===== src/rtl/dfl_seq_pkg.sv =====
package dfl_seq_pkg;

    typedef enum logic [1:0] {
        MODE_CONV = 2'd0,
        MODE_CAT  = 2'd1,
        MODE_ADD  = 2'd2,
        MODE_MUL  = 2'd3
    } merge_e;

    typedef enum logic [1:0] {
        DST_MAIN = 2'd0,
        DST_LEFT = 2'd1,
        DST_EXT  = 2'd2,
        DST_RSVD = 2'd3
    } dest_e;

    typedef enum logic [1:0] {
        ACC_BIAS = 2'd0,
        ACC_SIDE = 2'd1,
        ACC_PSUM = 2'd2,
        ACC_NONE = 2'd3
    } acc_e;

    typedef enum logic {
        PH_IDLE = 1'b0,
        PH_RUN  = 1'b1
    } phase_e;

    // loop levels, innermost first
    localparam int LOOP_LEVELS = 5;
    localparam int LVL_OX = 0;
    localparam int LVL_FY = 1;
    localparam int LVL_FX = 2;
    localparam int LVL_CH = 3;
    localparam int LVL_KG = 4;

endpackage


===== src/rtl/dfl_loop_nest.sv =====
module dfl_loop_nest #(
    parameter int LEVELS = 5,
    parameter int W      = 8
) (
    input  logic                         clk,
    input  logic                         rst_n,
    input  logic                         clear,
    input  logic                         advance,
    input  logic [LEVELS-1:0][W-1:0]     limit,
    output logic [LEVELS-1:0][W-1:0]     idx,
    output logic [LEVELS-1:0]            at_last,
    output logic                         wrap
);

    logic [LEVELS-1:0][W-1:0] idx_d, idx_q;
    logic [LEVELS:0]          carry;

    assign carry[0] = advance;

    generate
        for (genvar g = 0; g < LEVELS; g++) begin : g_lvl
            assign at_last[g]  = (idx_q[g] == (limit[g] - W'(1)));
            assign carry[g+1]  = carry[g] & at_last[g];

            // every level index stays inside its trip count while stepping
            assert_idx_bound_R2: assert property (@(posedge clk) disable iff (!rst_n)
                advance |-> (idx_q[g] < limit[g]))
                else $error("loop index out of range at level %0d", g);
        end
    endgenerate

    assign wrap = carry[LEVELS];

    always_comb begin
        idx_d = idx_q;
        for (int i = 0; i < LEVELS; i++) begin
            if (clear) begin
                idx_d[i] = '0;
            end else if (carry[i]) begin
                idx_d[i] = at_last[i] ? '0 : idx_q[i] + W'(1);
            end
        end
    end

    always_ff @(posedge clk) begin
        if (!rst_n) begin
            idx_q <= '0;
        end else begin
            idx_q <= idx_d;
        end
    end

    assign idx = idx_q;

endmodule


===== src/rtl/dfl_addr_gen.sv =====
module dfl_addr_gen
    import dfl_seq_pkg::*;
#(
    parameter int W      = 8,
    parameter int ADDR_W = 16
) (
    input  logic [1:0]        mode,
    input  logic [W-1:0]      rows,
    input  logic [W-1:0]      ptr,
    input  logic [W-1:0]      cgrp_right,
    input  logic [W-1:0]      kg,
    input  logic [W-1:0]      ch,
    input  logic [W-1:0]      fx,
    input  logic [W-1:0]      fy,
    input  logic [W-1:0]      ox,
    input  logic [ADDR_W-1:0] in_base,
    input  logic [ADDR_W-1:0] left_base,
    input  logic [ADDR_W-1:0] out_base,
    input  logic [ADDR_W-1:0] row_stride,
    input  logic [ADDR_W-1:0] grp_stride,
    input  logic [ADDR_W-1:0] out_stride,
    output logic [ADDR_W-1:0] feat_addr,
    output logic              feat_from_left,
    output logic [ADDR_W-1:0] side_addr,
    output logic [ADDR_W-1:0] out_addr
);

    function automatic logic [ADDR_W-1:0] widen(input logic [W-1:0] v);
        return {{(ADDR_W-W){1'b0}}, v};
    endfunction

    logic [ADDR_W-1:0] slot_sum;
    logic [ADDR_W-1:0] slot;
    logic [W-1:0]      grp_idx;
    logic [ADDR_W-1:0] line_base;
    logic [ADDR_W-1:0] pix_off;

    always_comb begin
        // ring slot of kernel row fy, counted from the top-row pointer
        slot_sum = widen(ptr) + widen(fy);
        slot     = (slot_sum >= widen(rows)) ? (slot_sum - widen(rows)) : slot_sum;

        // concatenation: groups past the right-path count come from the left memory
        feat_from_left = (mode == MODE_CAT) && (ch >= cgrp_right);
        grp_idx        = feat_from_left ? (ch - cgrp_right) : ch;
        line_base      = feat_from_left ? left_base : in_base;

        pix_off   = widen(ox) + widen(fx);
        feat_addr = line_base + slot * row_stride + widen(grp_idx) * grp_stride + pix_off;

        side_addr = left_base + widen(kg) * out_stride + widen(ox);
        out_addr  = out_base  + widen(kg) * out_stride + widen(ox);
    end

endmodule


===== src/rtl/dfl_line_seq.sv =====
module dfl_line_seq
    import dfl_seq_pkg::*;
#(
    parameter int DIM_W  = 8,
    parameter int ADDR_W = 16
) (
    input  logic              clk,
    input  logic              rst_n,
    input  logic              start,
    input  logic [1:0]        cmd_mode,
    input  logic [1:0]        cmd_dest,
    input  logic [DIM_W-1:0]  cmd_kgrp,
    input  logic [DIM_W-1:0]  cmd_cgrp,
    input  logic [DIM_W-1:0]  cmd_cgrp_left,
    input  logic [DIM_W-1:0]  cmd_fx,
    input  logic [DIM_W-1:0]  cmd_fy,
    input  logic [DIM_W-1:0]  cmd_ox,
    input  logic [DIM_W-1:0]  cmd_ptr,
    input  logic [ADDR_W-1:0] cmd_in_base,
    input  logic [ADDR_W-1:0] cmd_left_base,
    input  logic [ADDR_W-1:0] cmd_out_base,
    input  logic [ADDR_W-1:0] cmd_wgt_base,
    input  logic [ADDR_W-1:0] cmd_row_stride,
    input  logic [ADDR_W-1:0] cmd_grp_stride,
    input  logic [ADDR_W-1:0] cmd_out_stride,
    output logic              busy,
    output logic              done,
    output logic              step_valid,
    output logic [ADDR_W-1:0] feat_addr,
    output logic              feat_from_left,
    output logic [ADDR_W-1:0] wgt_addr,
    output logic [ADDR_W-1:0] bias_addr,
    output logic [1:0]        acc_src,
    output logic [ADDR_W-1:0] psum_addr,
    output logic              psum_wr_en,
    output logic              side_rd_en,
    output logic [ADDR_W-1:0] side_addr,
    output logic              mul_merge,
    output logic              out_wr_en,
    output logic [ADDR_W-1:0] out_addr,
    output logic [1:0]        out_dest
);

    localparam int LEVELS = LOOP_LEVELS;

    typedef struct packed {
        logic [1:0]        mode;
        logic [1:0]        dest;
        logic [DIM_W-1:0]  kgrp;
        logic [DIM_W-1:0]  ctot;
        logic [DIM_W-1:0]  cgrp;
        logic [DIM_W-1:0]  fx;
        logic [DIM_W-1:0]  fy;
        logic [DIM_W-1:0]  ox;
        logic [DIM_W-1:0]  ptr;
        logic [ADDR_W-1:0] in_base;
        logic [ADDR_W-1:0] left_base;
        logic [ADDR_W-1:0] out_base;
        logic [ADDR_W-1:0] row_stride;
        logic [ADDR_W-1:0] grp_stride;
        logic [ADDR_W-1:0] out_stride;
    } cmd_t;

    typedef struct packed {
        phase_e            phase;
        cmd_t              cmd;
        logic [ADDR_W-1:0] wgt;
        logic              done;
    } state_t;

    state_t st_d, st_q;

    logic                         ctr_clear;
    logic                         ctr_adv;
    logic [LEVELS-1:0][DIM_W-1:0] limit;
    logic [LEVELS-1:0][DIM_W-1:0] idx;
    logic [LEVELS-1:0]            at_last;
    logic                         nest_wrap;

    function automatic logic [ADDR_W-1:0] widen(input logic [DIM_W-1:0] v);
        return {{(ADDR_W-DIM_W){1'b0}}, v};
    endfunction

    // ---------------------------------------------------------------
    // next-state logic
    // ---------------------------------------------------------------
    always_comb begin
        st_d      = st_q;
        st_d.done = 1'b0;
        ctr_clear = 1'b0;
        ctr_adv   = 1'b0;
        unique case (st_q.phase)
            PH_IDLE: begin
                if (start) begin
                    st_d.phase          = PH_RUN;
                    st_d.cmd.mode       = cmd_mode;
                    st_d.cmd.dest       = cmd_dest;
                    st_d.cmd.kgrp       = cmd_kgrp;
                    st_d.cmd.cgrp       = cmd_cgrp;
                    st_d.cmd.ctot       = cmd_cgrp +
                                          ((cmd_mode == MODE_CAT) ? cmd_cgrp_left : '0);
                    st_d.cmd.fx         = cmd_fx;
                    st_d.cmd.fy         = cmd_fy;
                    st_d.cmd.ox         = cmd_ox;
                    st_d.cmd.ptr        = cmd_ptr;
                    st_d.cmd.in_base    = cmd_in_base;
                    st_d.cmd.left_base  = cmd_left_base;
                    st_d.cmd.out_base   = cmd_out_base;
                    st_d.cmd.row_stride = cmd_row_stride;
                    st_d.cmd.grp_stride = cmd_grp_stride;
                    st_d.cmd.out_stride = cmd_out_stride;
                    st_d.wgt            = cmd_wgt_base;
                    ctr_clear           = 1'b1;
                end
            end
            PH_RUN: begin
                ctr_adv = 1'b1;
                if (at_last[LVL_OX]) begin
                    st_d.wgt = st_q.wgt + ADDR_W'(1);
                end
                if (nest_wrap) begin
                    st_d.phase = PH_IDLE;
                    st_d.done  = 1'b1;
                end
            end
            default: st_d.phase = PH_IDLE;
        endcase
    end

    always_ff @(posedge clk) begin
        if (!rst_n) begin
            st_q <= '0;
        end else begin
            st_q <= st_d;
        end
    end

    // ---------------------------------------------------------------
    // loop nest and address generation
    // ---------------------------------------------------------------
    assign limit[LVL_KG] = st_q.cmd.kgrp;
    assign limit[LVL_CH] = st_q.cmd.ctot;
    assign limit[LVL_FX] = st_q.cmd.fx;
    assign limit[LVL_FY] = st_q.cmd.fy;
    assign limit[LVL_OX] = st_q.cmd.ox;

    dfl_loop_nest #(
        .LEVELS (LEVELS),
        .W      (DIM_W)
    ) u_nest (
        .clk     (clk),
        .rst_n   (rst_n),
        .clear   (ctr_clear),
        .advance (ctr_adv),
        .limit   (limit),
        .idx     (idx),
        .at_last (at_last),
        .wrap    (nest_wrap)
    );

    logic [ADDR_W-1:0] ag_feat, ag_side, ag_out;
    logic              ag_left;

    dfl_addr_gen #(
        .W      (DIM_W),
        .ADDR_W (ADDR_W)
    ) u_addr (
        .mode           (st_q.cmd.mode),
        .rows           (st_q.cmd.fy),
        .ptr            (st_q.cmd.ptr),
        .cgrp_right     (st_q.cmd.cgrp),
        .kg             (idx[LVL_KG]),
        .ch             (idx[LVL_CH]),
        .fx             (idx[LVL_FX]),
        .fy             (idx[LVL_FY]),
        .ox             (idx[LVL_OX]),
        .in_base        (st_q.cmd.in_base),
        .left_base      (st_q.cmd.left_base),
        .out_base       (st_q.cmd.out_base),
        .row_stride     (st_q.cmd.row_stride),
        .grp_stride     (st_q.cmd.grp_stride),
        .out_stride     (st_q.cmd.out_stride),
        .feat_addr      (ag_feat),
        .feat_from_left (ag_left),
        .side_addr      (ag_side),
        .out_addr       (ag_out)
    );

    // ---------------------------------------------------------------
    // step outputs
    // ---------------------------------------------------------------
    logic first_pass, final_pass, running;

    always_comb begin
        running    = (st_q.phase == PH_RUN);
        first_pass = (idx[LVL_CH] == '0) && (idx[LVL_FX] == '0) && (idx[LVL_FY] == '0);
        final_pass = at_last[LVL_CH] && at_last[LVL_FX] && at_last[LVL_FY];

        busy           = running;
        step_valid     = running;
        done           = st_q.done;
        feat_addr      = ag_feat;
        feat_from_left = running && ag_left;
        wgt_addr       = st_q.wgt;
        bias_addr      = widen(idx[LVL_KG]);
        psum_addr      = widen(idx[LVL_OX]);
        side_addr      = ag_side;
        out_addr       = ag_out;

        if (!running) begin
            acc_src = ACC_NONE;
        end else if (first_pass) begin
            acc_src = (st_q.cmd.mode == MODE_ADD) ? ACC_SIDE : ACC_BIAS;
        end else begin
            acc_src = ACC_PSUM;
        end

        out_wr_en  = running && final_pass;
        psum_wr_en = running && !final_pass;
        side_rd_en = running && (((st_q.cmd.mode == MODE_ADD) && first_pass) ||
                                 ((st_q.cmd.mode == MODE_MUL) && final_pass));
        mul_merge  = running && (st_q.cmd.mode == MODE_MUL) && final_pass;

        if ((st_q.cmd.dest == DST_RSVD) ||
            ((st_q.cmd.dest == DST_LEFT) && (st_q.cmd.mode == MODE_CAT))) begin
            out_dest = DST_MAIN;
        end else begin
            out_dest = st_q.cmd.dest;
        end
    end

    // ---------------------------------------------------------------
    // assertions
    // ---------------------------------------------------------------
    // completion is a single-cycle pulse
    assert_done_pulse_R10: assert property (@(posedge clk) disable iff (!rst_n)
        done |=> !done)
        else $error("done held longer than one cycle");

    // completion only follows a running step
    assert_done_after_run_R10: assert property (@(posedge clk) disable iff (!rst_n)
        $rose(done) |-> $past(step_valid))
        else $error("done without a preceding step");

    // weight tile held stationary inside one pixel sweep
    assert_wgt_hold_R5: assert property (@(posedge clk) disable iff (!rst_n)
        (step_valid && $past(step_valid) && (idx[LVL_OX] != '0)) |->
            (wgt_addr == $past(wgt_addr)))
        else $error("weight address moved inside a sweep");

    // consecutive pixels of one sweep read consecutive feature words
    assert_feat_step_R3: assert property (@(posedge clk) disable iff (!rst_n)
        (step_valid && $past(step_valid) && (idx[LVL_OX] != '0)) |->
            (feat_addr == $past(feat_addr) + ADDR_W'(1)))
        else $error("feature address not contiguous inside a sweep");

    // each step has exactly one result sink
    assert_one_sink_R7: assert property (@(posedge clk) disable iff (!rst_n)
        step_valid |-> ($countones({out_wr_en, psum_wr_en}) == 1))
        else $error("step without exactly one result sink");

    // left-path memory never written while concatenating
    assert_cat_dest_R8: assert property (@(posedge clk) disable iff (!rst_n)
        (out_wr_en && (st_q.cmd.mode == MODE_CAT)) |-> (out_dest != DST_LEFT))
        else $error("concatenation result sent to left-path memory");

    // nothing issued while idle
    assert_idle_quiet_R1: assert property (@(posedge clk) disable iff (!rst_n)
        !busy |-> (!out_wr_en && !psum_wr_en && !side_rd_en))
        else $error("write or read strobe while idle");

endmodule


===== config.mk =====
export PLATFORM = sky130hd
export DESIGN_NAME = dfl_line_seq
export DESIGN_NICKNAME = d
export VERILOG_FILES = /design/src/rtl/dfl_seq_pkg.sv /design/src/rtl/dfl_loop_nest.sv /design/src/rtl/dfl_addr_gen.sv /design/src/rtl/dfl_line_seq.sv
export SDC_FILE = /design/constraint.sdc
export NUM_CORES = 1
export LEC_CHECK = 0
export ABC_AREA = 1
export BUFFER_PORTS_ARGS = -buffer_cell sky130_fd_sc_hd__buf_2
export CORE_ASPECT_RATIO = 0.9
export CORE_UTILIZATION = 50
export DETAILED_ROUTE_END_ITERATION = 12
export PLACE_DENSITY = 0.7
export SLEW_MARGIN = 20
export SYNTH_ARGS = -nofsm -noshare
export SYNTH_HDL_FRONTEND = slang
export SYNTH_HIERARCHICAL = 1
export SYNTH_SLANG_ARGS = --single-unit

===== constraint.sdc =====
create_clock -name clk -period 10.7 [get_ports clk]
set_input_delay 1.605 -clock clk [delete_from_list [all_inputs] [get_ports clk]]
set_output_delay 1.605 -clock clk [all_outputs]
set_load 0.01 [all_outputs]

==> results.sh, run 1 <==
export IMPL_cts_hold_repair_buffers=0
export IMPL_final_net_count=4482
export IMPL_initial_utilization=0.507
export IMPL_detailedPlace_worstSlack_ps=330
export IMPL_tightestPinTransition_ps=1250
export IMPL_ant_nets=0
export IMPL_wl_met1_um=31600
export IMPL_cp_num_cells=42
export IMPL_power_switching_mw=2.23
export IMPL_worstSetupPathType="flip-flop to output port"
export IMPL_clock_tree_root_cell="sky130_fd_sc_hd__clkbuf_16"
export IMPL_worstSkewPairLatency_ps=590
export IMPL_report_final_hold_viol_count=0
export IMPL_flip_flop_cell_with_the_highest_count_after_synthesis="sky130_fd_sc_hd__dfxtp_1"
export IMPL_comb_power_share=0.608
export IMPL_core_region_area_um2=50400
export IMPL_status="complete, no violations"
export IMPL_hpwl_dp_um=56000
export IMPL_dieWidth_um=240
export IMPL_final_period_utilization=0.966
export IMPL_cts_buffers=26
export IMPL_gpl_final_weighted_congestion=0.951
export IMPL_max_clock_path_buffers=3
export IMPL_worst_hold_path_type="flip-flop to flip-flop"
export IMPL_worst_endpoint_required_ps=9100
export IMPL_dr_max_layer_used="met5"
export IMPL_fp_row_count=78
export IMPL_critPathBufInv=15
export IMPL_number_of_flops_mapped_to_enable_cells_by_yosys=0
export IMPL_seq_area_frac_synth=0.168
export IMPL_vias_in_the_first_global_route=21200
export IMPL_layout_drive_gt1_share=0.129
export IMPL_setup_violations=0
export IMPL_final_max_slew_violation_count=0
export IMPL_cp_data_arrival_time_ps=8730
export IMPL_hp_start="st_q[149]"
export IMPL_grt_max_degree=114
export IMPL_drc_violation_count_after_routing=0
export IMPL_area_growth_synth_to_final_pct=11.5
export IMPL_portBuffers=266
export IMPL_gr_usage_all_layers=0.270
export IMPL_critical_path_slowest_cell="sky130_fd_sc_hd__fa_1"
export IMPL_layout_min_cycle_time_ps=10340
export IMPL_dr_wl_met2_um=32300
export IMPL_peakVddDrop_uv=510
export IMPL_critical_path_top_delay_family="adder cells"
export IMPL_wl_met3_um=4550
export IMPL_critical_path_max_stage_delay_ps=530
export IMPL_cp_end_kind="output port"
export IMPL_routed_via_count=22800
export IMPL_switching_share=0.463
export IMPL_critical_path_reg2reg_startpoint="busy"
export IMPL_clock_share_of_power=0.197
export IMPL_ys_warnings_count=6
export IMPL_crit_fanout=6
export IMPL_count_of_cells_along_the_worst_hold_path=2
export IMPL_asyncSetResetFlopFracSynth=0
export IMPL_worst_r2r_setup_slack_ps=7860
export IMPL_post_synth_instance_area_um2=25500
export IMPL_synth_distinct_cells=59
export IMPL_worstSetupStartpointType="flip-flop"
export IMPL_avgRoutedWirePerCell_um=15.5
export IMPL_setup_tns_ps=0
export IMPL_sequentialPowerShare=0.195
export IMPL_drv_cap=0
export IMPL_dp_cells=4486
export IMPL_antenna_found_initial=7
export IMPL_rr_worst_depth=8
export IMPL_synth_seq_cells=214
export IMPL_cts_clk_pin_slew_worst_paths_ps=60
export IMPL_dieHeight_um=216
export IMPL_clock_skew_after_layout_ps=21.6
export IMPL_grt_overflow_total=0
export IMPL_fmax_mhz=96.7
export IMPL_synth_cells=3640
export IMPL_critical_path_most_common_cell="sky130_fd_sc_hd__inv_1"
export IMPL_drtIter0Drc=1506
export IMPL_numClockSinks=214
export IMPL_grt_pass1_wl_um=111000
export IMPL_layout_setup_ws_ps=360
export IMPL_cellInternalPower_mw=2.59
export IMPL_boundaryPins=283
export IMPL_setup_repair_after_global_routing_missed_its_margin="yes"
export IMPL_powerDensity_nw_per_um2=170
export IMPL_drt_total_wl_um=70300
export IMPL_detail_route_vias_per_cell=5.01
export IMPL_power_leakage_nw=15.3
export IMPL_slew_limit_headroom=0.161
export IMPL_cts_htree_levels=1
export IMPL_die_area_um2=51900
export IMPL_synth_avg_cell_area_um2=7.01
export IMPL_clock_tree_from_tritoncts="yes"
export IMPL_timing_critical_path_from="u_nest/idx[8]"
export IMPL_layoutNonFillerInstCount=4547
export IMPL_detailedRoute_firstPassIterationCount=8
synthesized netlist by cell type (3+ instances only):
| cell type | count | share of area |
|---|---|---|
| sky130_fd_sc_hd__a21oi_1 | 122 | 0.024 |
| sky130_fd_sc_hd__a31oi_1 | 6 | 0.0015 |
| sky130_fd_sc_hd__ha_1 | 194 | 0.095 |
| sky130_fd_sc_hd__buf_4 | 51 | 0.015 |
| sky130_fd_sc_hd__inv_2 | 10 | 0.0015 |
| sky130_fd_sc_hd__nor3_1 | 10 | 0.0020 |
| sky130_fd_sc_hd__nor2_4 | 9 | 0.0040 |
| sky130_fd_sc_hd__clkinv_1 | 5 | 0.00074 |
| sky130_fd_sc_hd__nand3_2 | 4 | 0.0016 |
| sky130_fd_sc_hd__xnor2_1 | 63 | 0.022 |
| sky130_fd_sc_hd__nor2_2 | 17 | 0.0042 |
| sky130_fd_sc_hd__buf_1 | 9 | 0.0013 |
| sky130_fd_sc_hd__nand2_1 | 770 | 0.11 |
| sky130_fd_sc_hd__inv_1 | 731 | 0.11 |
| sky130_fd_sc_hd__dfxtp_1 | 214 | 0.17 |
| sky130_fd_sc_hd__o21bai_1 | 4 | 0.0012 |
| sky130_fd_sc_hd__o21ai_1 | 14 | 0.0027 |
| sky130_fd_sc_hd__o211ai_1 | 3 | 0.00088 |
| sky130_fd_sc_hd__xor2_1 | 82 | 0.028 |
| sky130_fd_sc_hd__nand4_1 | 46 | 0.011 |
| sky130_fd_sc_hd__o21ai_0 | 196 | 0.038 |
| sky130_fd_sc_hd__buf_6 | 10 | 0.0044 |
| sky130_fd_sc_hd__nand2_2 | 14 | 0.0034 |
| sky130_fd_sc_hd__nor2_1 | 494 | 0.073 |
| sky130_fd_sc_hd__buf_2 | 16 | 0.0031 |
| sky130_fd_sc_hd__nand2_4 | 6 | 0.0026 |
| sky130_fd_sc_hd__a211oi_1 | 5 | 0.0015 |
| sky130_fd_sc_hd__a21oi_2 | 4 | 0.0014 |
| sky130_fd_sc_hd__clkbuf_1 | 52 | 0.0077 |
| sky130_fd_sc_hd__nand3b_1 | 15 | 0.0044 |
| sky130_fd_sc_hd__or2_2 | 9 | 0.0022 |
| sky130_fd_sc_hd__fa_1 | 266 | 0.21 |
| sky130_fd_sc_hd__o31ai_1 | 5 | 0.0015 |
| sky130_fd_sc_hd__nand3_1 | 153 | 0.030 |
layer usage:
metal / GRT usage / vias up
met2: 0.440 / 665
met1: 0.374 / 10600
met4: 0.0645 / 10
met3: 0.0402 / 103
met5: 0 / -
li1: - / 11400
stage by stage:
| stage | total power, mW | hold slack (ps) | area (µm²) | utilization |
|---|---|---|---|---|
| floorplan | 2.88 | 449 | 25600 | - |
| global placement | 3.65 | 461 | 27100 | 0.539 |
| detailed placement | 3.69 | 470 | 27100 | 0.539 |
| CTS | 4.68 | 484 | 28100 | 0.557 |
| global route | 5.27 | 494 | 28400 | 0.565 |
| finish | 4.82 | 479 | 28400 | 0.565 |
sequential cells by signal (all words and copies together) (netlist names):
register	cells
busy	1
done	1
limit	40
st_q	116
u_nest/idx	40
wgt_addr	16
kinds of logic after synthesis:
group,Yosys count,synth area share
XOR/XNOR,147,0.0513
adder cells (fa/ha/maj),460,0.304
flip-flops,214,0.168
buffers and inverters,888,0.142
AO/OA/AOI/OAI,369,0.0767
AND/OR/NAND/NOR,1561,0.258
other,1,0.000147
placed cells by master (no fill, tap or decap), types with 46 or more instances in the layout:
cell type,Yosys,routed
sky130_fd_sc_hd__nand4_1,46,46
sky130_fd_sc_hd__dfxtp_1,214,207
sky130_fd_sc_hd__fa_1,266,262
sky130_fd_sc_hd__buf_2,16,265
sky130_fd_sc_hd__nand2_1,770,758
sky130_fd_sc_hd__xnor2_1,63,62
sky130_fd_sc_hd__nor2_1,494,489
sky130_fd_sc_hd__a21oi_1,122,116
sky130_fd_sc_hd__nand3_1,153,152
sky130_fd_sc_hd__inv_1,731,720
sky130_fd_sc_hd__xor2_1,82,82
sky130_fd_sc_hd__o21ai_0,196,193
sky130_fd_sc_hd__ha_1,194,180
power groups by stage:
| stage | clock network [mW] | logic (mW) | registers [mW] |
|---|---|---|---|
| floorplan | 0 | 1.96 | 0.916 |
| global placement | 0 | 2.69 | 0.959 |
| detailed placement | 0 | 2.73 | 0.959 |
| CTS | 0.965 | 2.78 | 0.942 |
| global route | 0.996 | 3.32 | 0.952 |
| finish | 0.948 | 2.93 | 0.943 |
final cells by class:
| type | count | area [µm²] |
|---|---|---|
| Clock inverter | 15 | 218 |
| Inverter | 750 | 2840 |
| Fill cell | 5005 | 21900 |
| Sequential cell | 214 | 4300 |
| Tap cell | 680 | 851 |
| Clock buffer | 31 | 689 |
| Multi-Input combinational cell | 2554 | 17900 |
| Timing Repair Buffer | 301 | 1600 |
| Antenna cell | 2 | 5.00 |
worst register-to-register path: stages (launching register included):
cell and delay [ps]:
sky130_fd_sc_hd__dfxtp_1 350, sky130_fd_sc_hd__inv_6 100, sky130_fd_sc_hd__nand2_8 220, sky130_fd_sc_hd__inv_6 760
sky130_fd_sc_hd__buf_4 780, sky130_fd_sc_hd__nand2_1 250, sky130_fd_sc_hd__o21ai_1 130, sky130_fd_sc_hd__inv_1 50
sky130_fd_sc_hd__a21oi_1 130
worst paths after layout:
check / to
worst max-delay path: feat_addr[15]
worst min-delay path: st_q[149]
worst max register to register: wgt_addr[15]
worst min register to register: st_q[149]
what timing repair did:
item                                    CTS  global route
buffers inserted                          0            12
pin swaps                                 2            14
hold endpoints to repair                  0             0
gates resized for setup                  10            83
cloned                                    0             1
endpoints found under the setup margin    1             5
Note: power is estimated with default switching activity, not from simulation.
==> inputs of run 2 (changes only) <==
--- a/config.mk
+++ b/config.mk
@@ -6,11 +6,11 @@
 export NUM_CORES = 1
 export LEC_CHECK = 0
 export ABC_AREA = 1
+export ABC_CLOCK_PERIOD_IN_PS = 10700
 export BUFFER_PORTS_ARGS = -buffer_cell sky130_fd_sc_hd__buf_2
-export CORE_ASPECT_RATIO = 0.9
 export CORE_UTILIZATION = 50
 export DETAILED_ROUTE_END_ITERATION = 12
-export PLACE_DENSITY = 0.7
+export PLACE_DENSITY = 0.78
 export SLEW_MARGIN = 20
 export SYNTH_ARGS = -nofsm -noshare
 export SYNTH_HDL_FRONTEND = slang
==> results.sh, run 2 (synthesized netlist as in run 1, its figures left out) <==
export IMPL_dieWidth_um=228
export IMPL_core_region_area_um2=50300
export IMPL_cts_clk_pin_slew_worst_paths_ps=60
export IMPL_cts_hold_repair_buffers=0
export IMPL_vias_in_the_first_global_route=22000
export IMPL_avgRoutedWirePerCell_um=15.5
export IMPL_area_growth_synth_to_final_pct=11.4
export IMPL_numClockSinks=214
export IMPL_worstSkewPairLatency_ps=550
export IMPL_setup_violations=0
export IMPL_drt_total_wl_um=70300
export IMPL_critical_path_slowest_cell="sky130_fd_sc_hd__fa_2"
export IMPL_fp_row_count=82
export IMPL_cp_end_kind="output port"
export IMPL_multi_input_comb_area_um2=17900
export IMPL_clock_tree_root_cell="sky130_fd_sc_hd__clkbuf_16"
export IMPL_cp_data_arrival_time_ps=8840
export IMPL_antenna_found_initial=14
export IMPL_layout_cells_most_common="sky130_fd_sc_hd__nand2_1"
export IMPL_portBuffers=266
export IMPL_gr_usage_all_layers=0.268
export IMPL_max_clock_path_buffers=3
export IMPL_post_dp_cell_area_um2=27100
export IMPL_drv_cap=0
export IMPL_worstSetupPathType="flip-flop to output port"
export IMPL_worst_hold_path_type="flip-flop to flip-flop"
export IMPL_ant_nets=0
export IMPL_layout_drive_gt1_share=0.125
export IMPL_ff_latch_area_um2=4300
export IMPL_dp_cells=4475
export IMPL_clock_tree_from_tritoncts="yes"
export IMPL_cts_buffers=26
export IMPL_post_route_cell_area_um2=28400
export IMPL_crit_fanout=5
export IMPL_worstSetupStartpointType="flip-flop"
export IMPL_final_net_count=4476
export IMPL_final_hold_worst_slack_ps=483
export IMPL_layoutNonFillerInstCount=4543
export IMPL_peakVddDrop_uv=311
export IMPL_layout_min_cycle_time_ps=10440
export IMPL_initial_utilization=0.507
export IMPL_fill_cell_total_of_the_finished_layout=4774
export IMPL_final_max_slew_violation_count=0
export IMPL_critical_path_most_common_cell="sky130_fd_sc_hd__fa_1"
export IMPL_rr_worst_depth=9
export IMPL_status="complete, no violations"
export IMPL_tightestPinTransition_ps=945
export IMPL_grt_pass1_wl_um=113000
export IMPL_boundaryPins=283
export IMPL_clock_skew_after_layout_ps=17.0
export IMPL_slew_limit_headroom=0.370
export IMPL_largest_register_ff_count=116
export IMPL_worst_endpoint_required_ps=9100
export IMPL_grt_busiest_layer="met2"
export IMPL_cts_htree_levels=1
export IMPL_drtIter0Drc=1443
export IMPL_gpl_final_weighted_congestion=0.951
export IMPL_detailedRoute_firstPassIterationCount=8
export IMPL_drc_violation_count_after_routing=0
export IMPL_powerDensity_nw_per_um2=172
export IMPL_power_leakage_nw=15.3
export IMPL_dieHeight_um=228
export IMPL_leading_cell_types_in_the_layout_fill_and_taps_excluded="sky130_fd_sc_hd__nand2_1, sky130_fd_sc_hd__inv_1, sky130_fd_sc_hd__nor2_1, sky130_fd_sc_hd__buf_2, sky130_fd_sc_hd__fa_1"
export IMPL_routed_via_count=23000
export IMPL_report_final_hold_viol_count=0
export IMPL_grt_overflow_total=0
export IMPL_fmax_mhz=95.8
export IMPL_max_flop_register="st_q"
export IMPL_final_period_utilization=0.976
export IMPL_detail_route_vias_per_cell=5.07
export IMPL_die_area_um2=51900
export IMPL_setup_repair_after_global_routing_missed_its_margin="yes"
export IMPL_grtUsageMet2=0.448
export IMPL_critical_path_max_stage_delay_ps=540
export IMPL_global_route_usage_met3=0.0439
export IMPL_grt_use_met1=0.348
export IMPL_count_of_cells_along_the_worst_hold_path=2
export IMPL_grt_max_degree=104
export IMPL_hpwl_dp_um=56200
==> run 2: cell types whose count changed in the layout (fill, tap and decap cells not counted), sizes merged, moves of 2 or more <==
cell / change
diode: +9
buf: -6
clkbuf: +4
clkinv: -2
==> run 2: path summary, 6_finish.rpt <==
check / to / slack [ps] / from
worst max-delay path: feat_addr[15] / 260 / u_nest/idx[8]
worst min-delay path: st_q[101] / 480 / st_q[101]
worst max register to register: limit[27] / 7630 / busy
worst min register to register: st_q[101] / 480 / st_q[101]
==> run 2: layer usage <==
metal	routed length, µm	share of wire	up-vias
met1	30200	0.43	10800
met4	2800	0.040	8
met2	32800	0.47	678
li1	-	-	11400
met5	49	0.00070	-
met3	4460	0.063	150
==> run 2: where the power goes <==
group	switching, mW	internal (mW)
combinational	1.76	1.18
sequential	0.0871	0.858
clock	0.370	0.620
total	2.22	2.66
==> run 2: through the flow <==
| stage | TNS, ps | total power [mW] | setup slack (ps) | util |
|---|---|---|---|---|
| 2_1_floorplan | 0 | 2.88 | 1060 | - |
| 3_3_place_gp | 0 | 3.64 | 388 | 0.539 |
| 3_5_place_dp | 0 | 3.69 | 215 | 0.539 |
| 4_1_cts | 0 | 4.73 | 26.8 | 0.559 |
| 5_1_grt | -241 | 5.29 | -124 | 0.565 |
| 6_report | 0 | 4.88 | 257 | 0.565 |
==> run 2: cell type report <==
class | instances | area share
antenna | 11 | 0.000969
clock buffer | 35 | 0.0270
clock inverter | 12 | 0.00683
inverter | 750 | 0.100
multi-input combinational | 2554 | 0.630
sequential | 214 | 0.151
tap | 672 | 0.0296
timing repair buffer | 295 | 0.0546
==> run 2: timing repair <==
item / CTS / global route
buffers inserted: 1 / 8
gates cloned: 0 / 1
pin swaps: 2 / 22
gates resized for setup: 9 / 66
setup endpoints to repair: 2 / 4
==> run 2: critical path: cells and delay by family (launching register included) <==
family / cells / cell delay, ps
buffers and inverters: 12 / 850
DFF: 1 / 350
AOI/OAI and AO/OA: 4 / 710
and+or+nand+nor: 20 / 1830
adders and majority gates: 11 / 4570
